==> config.mk <==
export PLATFORM = sky130hd
export DESIGN_NAME = stereo_serial_rx
export DESIGN_NICKNAME = d
export VERILOG_FILES = /design/src/rtl/stereo_rx_pkg.sv /design/src/rtl/stereo_rx_ctrl.sv /design/src/rtl/stereo_rx_dp.sv /design/src/rtl/stereo_serial_rx.sv
export SDC_FILE = /design/constraint.sdc
export NUM_CORES = 1
export LEC_CHECK = 0
export ABC_CLOCK_PERIOD_IN_PS = 3200
export CAP_MARGIN = 40
export CORE_AREA = 2 2 112 114
export CTS_CLUSTER_DIAMETER = 100
export DETAILED_ROUTE_END_ITERATION = 16
export DIE_AREA = 0 0 114 116
export PLACE_DENSITY = 0.59
export RECOVER_POWER = 100
export SETUP_SLACK_MARGIN = 0.15
export SYNTH_ARGS = -nofsm -noshare
export SYNTH_HDL_FRONTEND = slang
export SYNTH_SLANG_ARGS = --single-unit
==> constraint.sdc <==
create_clock -name clk -period 3.2 [get_ports clk]
set_input_delay 0.64 -clock clk [delete_from_list [all_inputs] [get_ports clk]]
set_output_delay 0.64 -clock clk [all_outputs]
set_load 0.01 [all_outputs]
==> src/rtl/stereo_rx_pkg.sv <==
package stereo_rx_pkg;

  localparam int SAMPLE_W = 24;
  localparam int SHIFT_W  = 5;

  typedef enum logic [1:0] {
    MODE_RJ  = 2'd0,
    MODE_LJ  = 2'd1,
    MODE_I2S = 2'd2
  } modeE;

  typedef enum logic [1:0] {
    LEN16 = 2'd0,
    LEN20 = 2'd1,
    LEN24 = 2'd2
  } lenE;

  typedef struct packed {
    modeE mode;
    lenE  len;
  } fmtT;

  // strobes from control to datapath, meaningful on bit-clock rise cycles
  typedef struct packed {
    logic               shift;
    logic               restart;
    logic               restartKeep;
    logic               capture;
    logic               toLeft;
    logic               emit;
    logic [SHIFT_W-1:0] alignSh;
  } strobeT;

  function automatic fmtT decodeFmt(input logic [2:0] code);
    fmtT f;
    case (code)
      3'b000:  f = '{MODE_RJ,  LEN16};
      3'b001:  f = '{MODE_RJ,  LEN20};
      3'b010:  f = '{MODE_RJ,  LEN24};
      3'b011:  f = '{MODE_LJ,  LEN24};
      3'b100:  f = '{MODE_I2S, LEN16};
      default: f = '{MODE_I2S, LEN24};
    endcase
    return f;
  endfunction

  function automatic logic [SHIFT_W-1:0] lenBits(input lenE l);
    logic [SHIFT_W-1:0] n;
    case (l)
      LEN16:   n = SHIFT_W'(16);
      LEN20:   n = SHIFT_W'(20);
      default: n = SHIFT_W'(24);
    endcase
    return n;
  endfunction

endpackage

==> src/rtl/stereo_rx_ctrl.sv <==
module stereo_rx_ctrl
  import stereo_rx_pkg::*;
#(
  parameter int CNT_W = 6
) (
  input  logic       clk,
  input  logic       rstN,
  input  logic       bitClk,
  input  logic       wordClk,
  input  logic [2:0] fmtSel,
  output strobeT     st,
  output modeE       curMode,
  output lenE        curLen
);

  logic             bckPrev;
  logic             lrckLast;
  logic             primed;
  logic             haveLeft;
  logic [CNT_W-1:0] bitCnt;
  fmtT              fmtCur;
  fmtT              fmtNew;
  fmtT              fmtAct;
  logic             rise;
  logic             boundary;
  logic             toLeft;
  logic             captureNow;

  always_comb begin
    rise       = bitClk & ~bckPrev;
    boundary   = rise & (wordClk != lrckLast);
    fmtNew     = decodeFmt(fmtSel);
    fmtAct     = boundary ? fmtNew : fmtCur;
    toLeft     = (fmtCur.mode == MODE_I2S) ? ~lrckLast : lrckLast;
    captureNow = boundary & primed;

    st             = '0;
    st.capture     = captureNow;
    st.toLeft      = toLeft;
    st.emit        = captureNow & ~toLeft & haveLeft;
    st.alignSh     = SHIFT_W'(SAMPLE_W) - lenBits(fmtCur.len);
    if (rise) begin
      if (boundary && fmtAct.mode != MODE_RJ) begin
        st.restart     = 1'b1;
        st.restartKeep = (fmtAct.mode == MODE_LJ);
      end else if (fmtAct.mode == MODE_RJ ||
                   bitCnt < CNT_W'(lenBits(fmtAct.len))) begin
        st.shift = 1'b1;
      end
    end
  end

  always_ff @(posedge clk) begin
    if (!rstN) begin
      bckPrev  <= 1'b0;
      lrckLast <= 1'b0;
      primed   <= 1'b0;
      haveLeft <= 1'b0;
      bitCnt   <= '0;
      fmtCur   <= '{MODE_I2S, LEN24};
    end else begin
      bckPrev <= bitClk;
      if (rise) begin
        lrckLast <= wordClk;
        if (boundary) begin
          bitCnt <= (fmtAct.mode == MODE_LJ) ? CNT_W'(1) : '0;
        end else if (bitCnt != '1) begin
          bitCnt <= bitCnt + CNT_W'(1);
        end
      end
      if (boundary) begin
        primed <= 1'b1;
        fmtCur <= fmtNew;
      end
      if (captureNow) haveLeft <= toLeft;
    end
  end

  assign curMode = fmtCur.mode;
  assign curLen  = fmtCur.len;

endmodule

==> src/rtl/stereo_rx_dp.sv <==
module stereo_rx_dp
  import stereo_rx_pkg::*;
(
  input  logic                clk,
  input  logic                rstN,
  input  logic                serData,
  input  strobeT              st,
  output logic [SAMPLE_W-1:0] leftOut,
  output logic [SAMPLE_W-1:0] rightOut,
  output logic                pairValid
);

  logic [SAMPLE_W-1:0] shiftReg;
  logic [SAMPLE_W-1:0] leftHold;
  logic [SAMPLE_W-1:0] slotWord;

  assign slotWord = shiftReg << st.alignSh;

  always_ff @(posedge clk) begin
    if (!rstN) begin
      shiftReg  <= '0;
      leftHold  <= '0;
      leftOut   <= '0;
      rightOut  <= '0;
      pairValid <= 1'b0;
    end else begin
      pairValid <= st.emit;
      if (st.capture && st.toLeft) leftHold <= slotWord;
      if (st.emit) begin
        leftOut  <= leftHold;
        rightOut <= slotWord;
      end
      if (st.restart) begin
        shiftReg <= st.restartKeep ? {{(SAMPLE_W-1){1'b0}}, serData} : '0;
      end else if (st.shift) begin
        shiftReg <= {shiftReg[SAMPLE_W-2:0], serData};
      end
    end
  end

endmodule

==> src/rtl/stereo_serial_rx.sv <==
module stereo_serial_rx
  import stereo_rx_pkg::*;
#(
  parameter int CNT_W = 6
) (
  input  logic                clk,
  input  logic                rstN,
  input  logic                bitClk,
  input  logic                wordClk,
  input  logic                serData,
  input  logic [2:0]          fmtSel,
  output logic [SAMPLE_W-1:0] leftOut,
  output logic [SAMPLE_W-1:0] rightOut,
  output logic                pairValid
);

  strobeT st;
  modeE   curMode;
  lenE    curLen;

  stereo_rx_ctrl #(.CNT_W(CNT_W)) u_ctrl (
    .clk     (clk),
    .rstN    (rstN),
    .bitClk  (bitClk),
    .wordClk (wordClk),
    .fmtSel  (fmtSel),
    .st      (st),
    .curMode (curMode),
    .curLen  (curLen)
  );

  stereo_rx_dp u_dp (
    .clk       (clk),
    .rstN      (rstN),
    .serData   (serData),
    .st        (st),
    .leftOut   (leftOut),
    .rightOut  (rightOut),
    .pairValid (pairValid)
  );

endmodule

==> results.py <==
metrics = {
    "sta": {
        "fin_crit_sh_pct": 85.5,
        "worst_pin_slew_ns": 0.871,
        "slew_violations": 0,
        "setup_viol": 0,
        "fin_crit_ns": 2.74,
        "slew-limit-headroom_pct": 41.9,
        "final.setup_skew_ns": 0.00769,
        "rsz0062_at_grt": "no",
        "max_freq_mhz": 366,
        "fin_setup_tns_ns": 0,
        "finalHoldViolCount": 0,
    },
    "logic_synthesis": {
        "syn_area_mm2": 0.00469,
        "yosysUniqueCellTypes": 38,
        "avgSynthCellArea_um2": 9.13,
        "synth_nets": 523,
        "yosysSeqAreaShare_pct": 47.4,
        "synth-seq-cells": 111,
        "yosysWarningCount": 0,
        "syn_inst": 513,
    },
    "critical_path": {
        "path_cells": "dlygate4sd3_1, xor2_1, nand2_1, clkbuf_1, nor3b_1, clkbuf_2, mux2i_1",
        "r2r_setup_slack_ns": 0.95,
        "end_kind": "register",
        "cp_max_fo": 25,
        "slowest_stage": "clkbuf_2",
        "crit_required_ns": 3.46,
        "worstReg2RegEnd": "u_dp.leftHold[16]",
        "cp.arrival_ns": 3.00,
        "critical-path-max-stage-delay_ns": 0.70,
        "regToRegStartpoint": "u_ctrl.lrckLast",
        "ff2ff_path_depth": 6,
        "cp_num_buf_inv": 3,
        "startpoint_type": "input pin",
        "crit_type": "in -> reg",
        "cp_top_family": "buffers and inverters",
    },
    "global_routing": {
        "grt_pass1_wl_mm": 16.5,
        "grt.overflow.total": 0,
        "track_usage_pct": 15.6,
        "grt_pass1_vias": 3413,
        "grt_start_max_net_pins": 125,
        "antenna_found_initial": 0,
    },
    "min_path": {
        "hp-start": "u_dp.rightOut[10]",
        "hp-class": "reg -> reg",
        "min_to": "u_dp.rightOut[10]",
        "whs_path_depth": 2,
    },
    "drt": {
        "drt_iter0_markers": 259,
        "wire_per_inst_um": 13.6,
        "viasPerCell": 4.96,
        "drt_pass1_iterations": 4,
        "vias": 3533,
        "drtAntennaViolNets": 0,
        "wl_mm": 9.70,
        "drc_errors": 0,
    },
    "cts": {
        "cts-htree-levels": 3,
        "postCtsSetupRepairBufs": 0,
        "clk_latency_ns": 0.34,
        "cts.sinks": 111,
        "cts_root_buffer": "clkbuf_16",
        "ctsHoldBuffers": 0,
        "cts.repair.resized": 0,
        "clk_path_buf_depth": 2,
        "cts_tree": "yes",
        "cts_buffers": 9,
        "clk_pin_slew_worst_paths_ns": 0.07,
    },
    "layout": {
        "antennaDiodeCount": 0,
        "final_common_cell": "nand2_1",
        "drive_gt1_share_pct": 4.42,
        "final_cell_mix": "nand2_1, mux2i_1, dfxtp_1",
        "syn_to_final_growth_pct": 21.3,
        "finish.utilization_pct": 47.7,
        "nets": 570,
    },
    "power": {
        "p_seq_share_pct": 51.7,
        "comb_power_share_pct": 4.7,
        "net-switching-power_mw": 0.594,
        "ir_drop_mv": 0.195,
        "cellPowerDensity_mw_per_mm2": 475,
        "p_leak_nw": 2.40,
        "p_int_mw": 2.11,
        "clkPwrFrac_pct": 43.5,
        "swShare_pct": 22.0,
    },
    "floorplan": {
        "start_util_pct": 39.3,
        "rows": 40,
        "die_w_um": 114,
        "fp.dieArea_mm2": 0.0132,
        "die_y_um": 116,
        "core_area_mm2": 0.0119,
        "io_pins": 57,
    },
    "placed_design": {
        "place_congestion": 0.814,
        "port_buffers": 56,
        "detailed_place_hpwl_mm": 6.64,
    },
    "status": {
        "status": "complete, no violations",
    },
    "run": {
        "drv_cap": 0,
    },
}
power by group through the flow:
stage               clock network [mW]  logic, mW  registers (mW)
CTS                               1.21      0.133            1.40
global placement                     0      0.132            1.43
floorplan                            0     0.0996            1.43
global route                      1.26      0.143            1.40
detailed placement                   0      0.133            1.43
finish                            1.18      0.128            1.40
synthesized netlist by cell type:
cell | n | area share (%)
and2_1 | 1 | 0.13
nand3b_1 | 1 | 0.16
xnor2_1 | 3 | 0.56
o211ai_1 | 3 | 0.48
nor4b_1 | 1 | 0.19
a21oi_2 | 1 | 0.19
and4b_1 | 1 | 0.21
nand3_1 | 7 | 0.75
nand4_1 | 1 | 0.13
xor2_1 | 4 | 0.75
o21bai_1 | 1 | 0.16
buf_2 | 5 | 0.53
o21a_1 | 1 | 0.16
mux2i_1 | 113 | 24
nor2_1 | 11 | 0.88
dfxtp_1 | 111 | 47
a211oi_1 | 1 | 0.16
nand2b_1 | 1 | 0.13
o21ai_0 | 22 | 2.3
a21oi_1 | 7 | 0.75
ha_1 | 2 | 0.53
nand2_1 | 173 | 14
buf_1 | 1 | 0.080
or3_1 | 1 | 0.13
a21boi_0 | 1 | 0.16
o31a_1 | 1 | 0.19
nor3_1 | 1 | 0.11
buf_6 | 3 | 0.72
buf_8 | 2 | 0.64
inv_1 | 1 | 0.080
and3_1 | 1 | 0.13
nor2b_1 | 3 | 0.40
clkbuf_1 | 21 | 1.7
nor3b_1 | 1 | 0.16
buf_4 | 2 | 0.32
or4b_1 | 1 | 0.21
o211a_1 | 1 | 0.21
nor2_2 | 1 | 0.13
registers in the layout, summed over array words and instances (netlist names):
name	count
u_ctrl.lrckLast	1
u_dp.leftOut	24
u_ctrl.bitCnt	6
u_ctrl.primed	1
u_ctrl.curLen	2
u_ctrl.bckPrev	1
u_dp.shiftReg	24
u_ctrl.curMode	2
u_ctrl.haveLeft	1
u_dp.pairValid	1
u_dp.leftHold	24
u_dp.rightOut	24
through the flow:
stage	hold slack (ns)	power, mW	setup slack (ns)	instances	cell area, um^2
2_1_floorplan	0.435	1.53	0.666	513	4690
3_3_place_gp	0.443	1.56	0.336	696	5400
3_5_place_dp	0.450	1.56	0.251	696	5400
4_1_cts	0.463	2.74	0.609	712	5720
5_1_grt	0.476	2.80	0.254	712	5680
6_report	0.457	2.70	0.465	712	5680
cell families (layout without fill, tap and decap cells):
family / after synthesis / count (layout) / share of synthesized area, %
buffers and inverters: 35 / 87 / 4.06
adders and majority gates: 2 / 2 / 0.534
DFF: 111 / 111 / 47.4
and+or+nand+nor: 206 / 206 / 17.7
AOI/OAI and AO/OA: 39 / 39 / 4.81
muxes: 113 / 113 / 24.1
xor gates and xnor gates: 7 / 7 / 1.31
worst max path at each step:
stage                        end  slack (ns)  depth (start not counted)    start
4_1_cts        u_dp.shiftReg[14]        0.61                         10  wordClk
5_1_grt        u_dp.shiftReg[14]        0.25                         10  wordClk
3_3_place_gp   u_dp.shiftReg[12]        0.34                         10  wordClk
3_5_place_dp   u_dp.shiftReg[19]        0.25                         10  wordClk
2_1_floorplan   u_dp.shiftReg[0]        0.67                          9   bitClk
6_report       u_dp.leftHold[16]        0.46                          7  wordClk
cell type report:
cell class                      instances  area [um^2]
Tap cell                              147          184
Fill cell                            1153         6230
Timing Repair Buffer                   70          688
Inverter                                1         3.75
Clock buffer                           12          267
Sequential cell                       111         2220
Clock inverter                          4         51.3
Multi-Input combinational cell        367         2270
metal layers:
metal	vias up	share of wire (%)	track usage, %
met3	8	3.3	3.03
met2	56	45	24.4
met5	-	0	0
met4	0	1.3	5.04
met1	1665	50	21.7
li1	1804	-	-
tightest hold or removal path, stage by stage (launching register included):
cell,delay (ns)
dfxtp_1,0.31
nand2_1,0.05
mux2i_1,0.05
No activity file was read; power rests on OpenSTA's default activity.
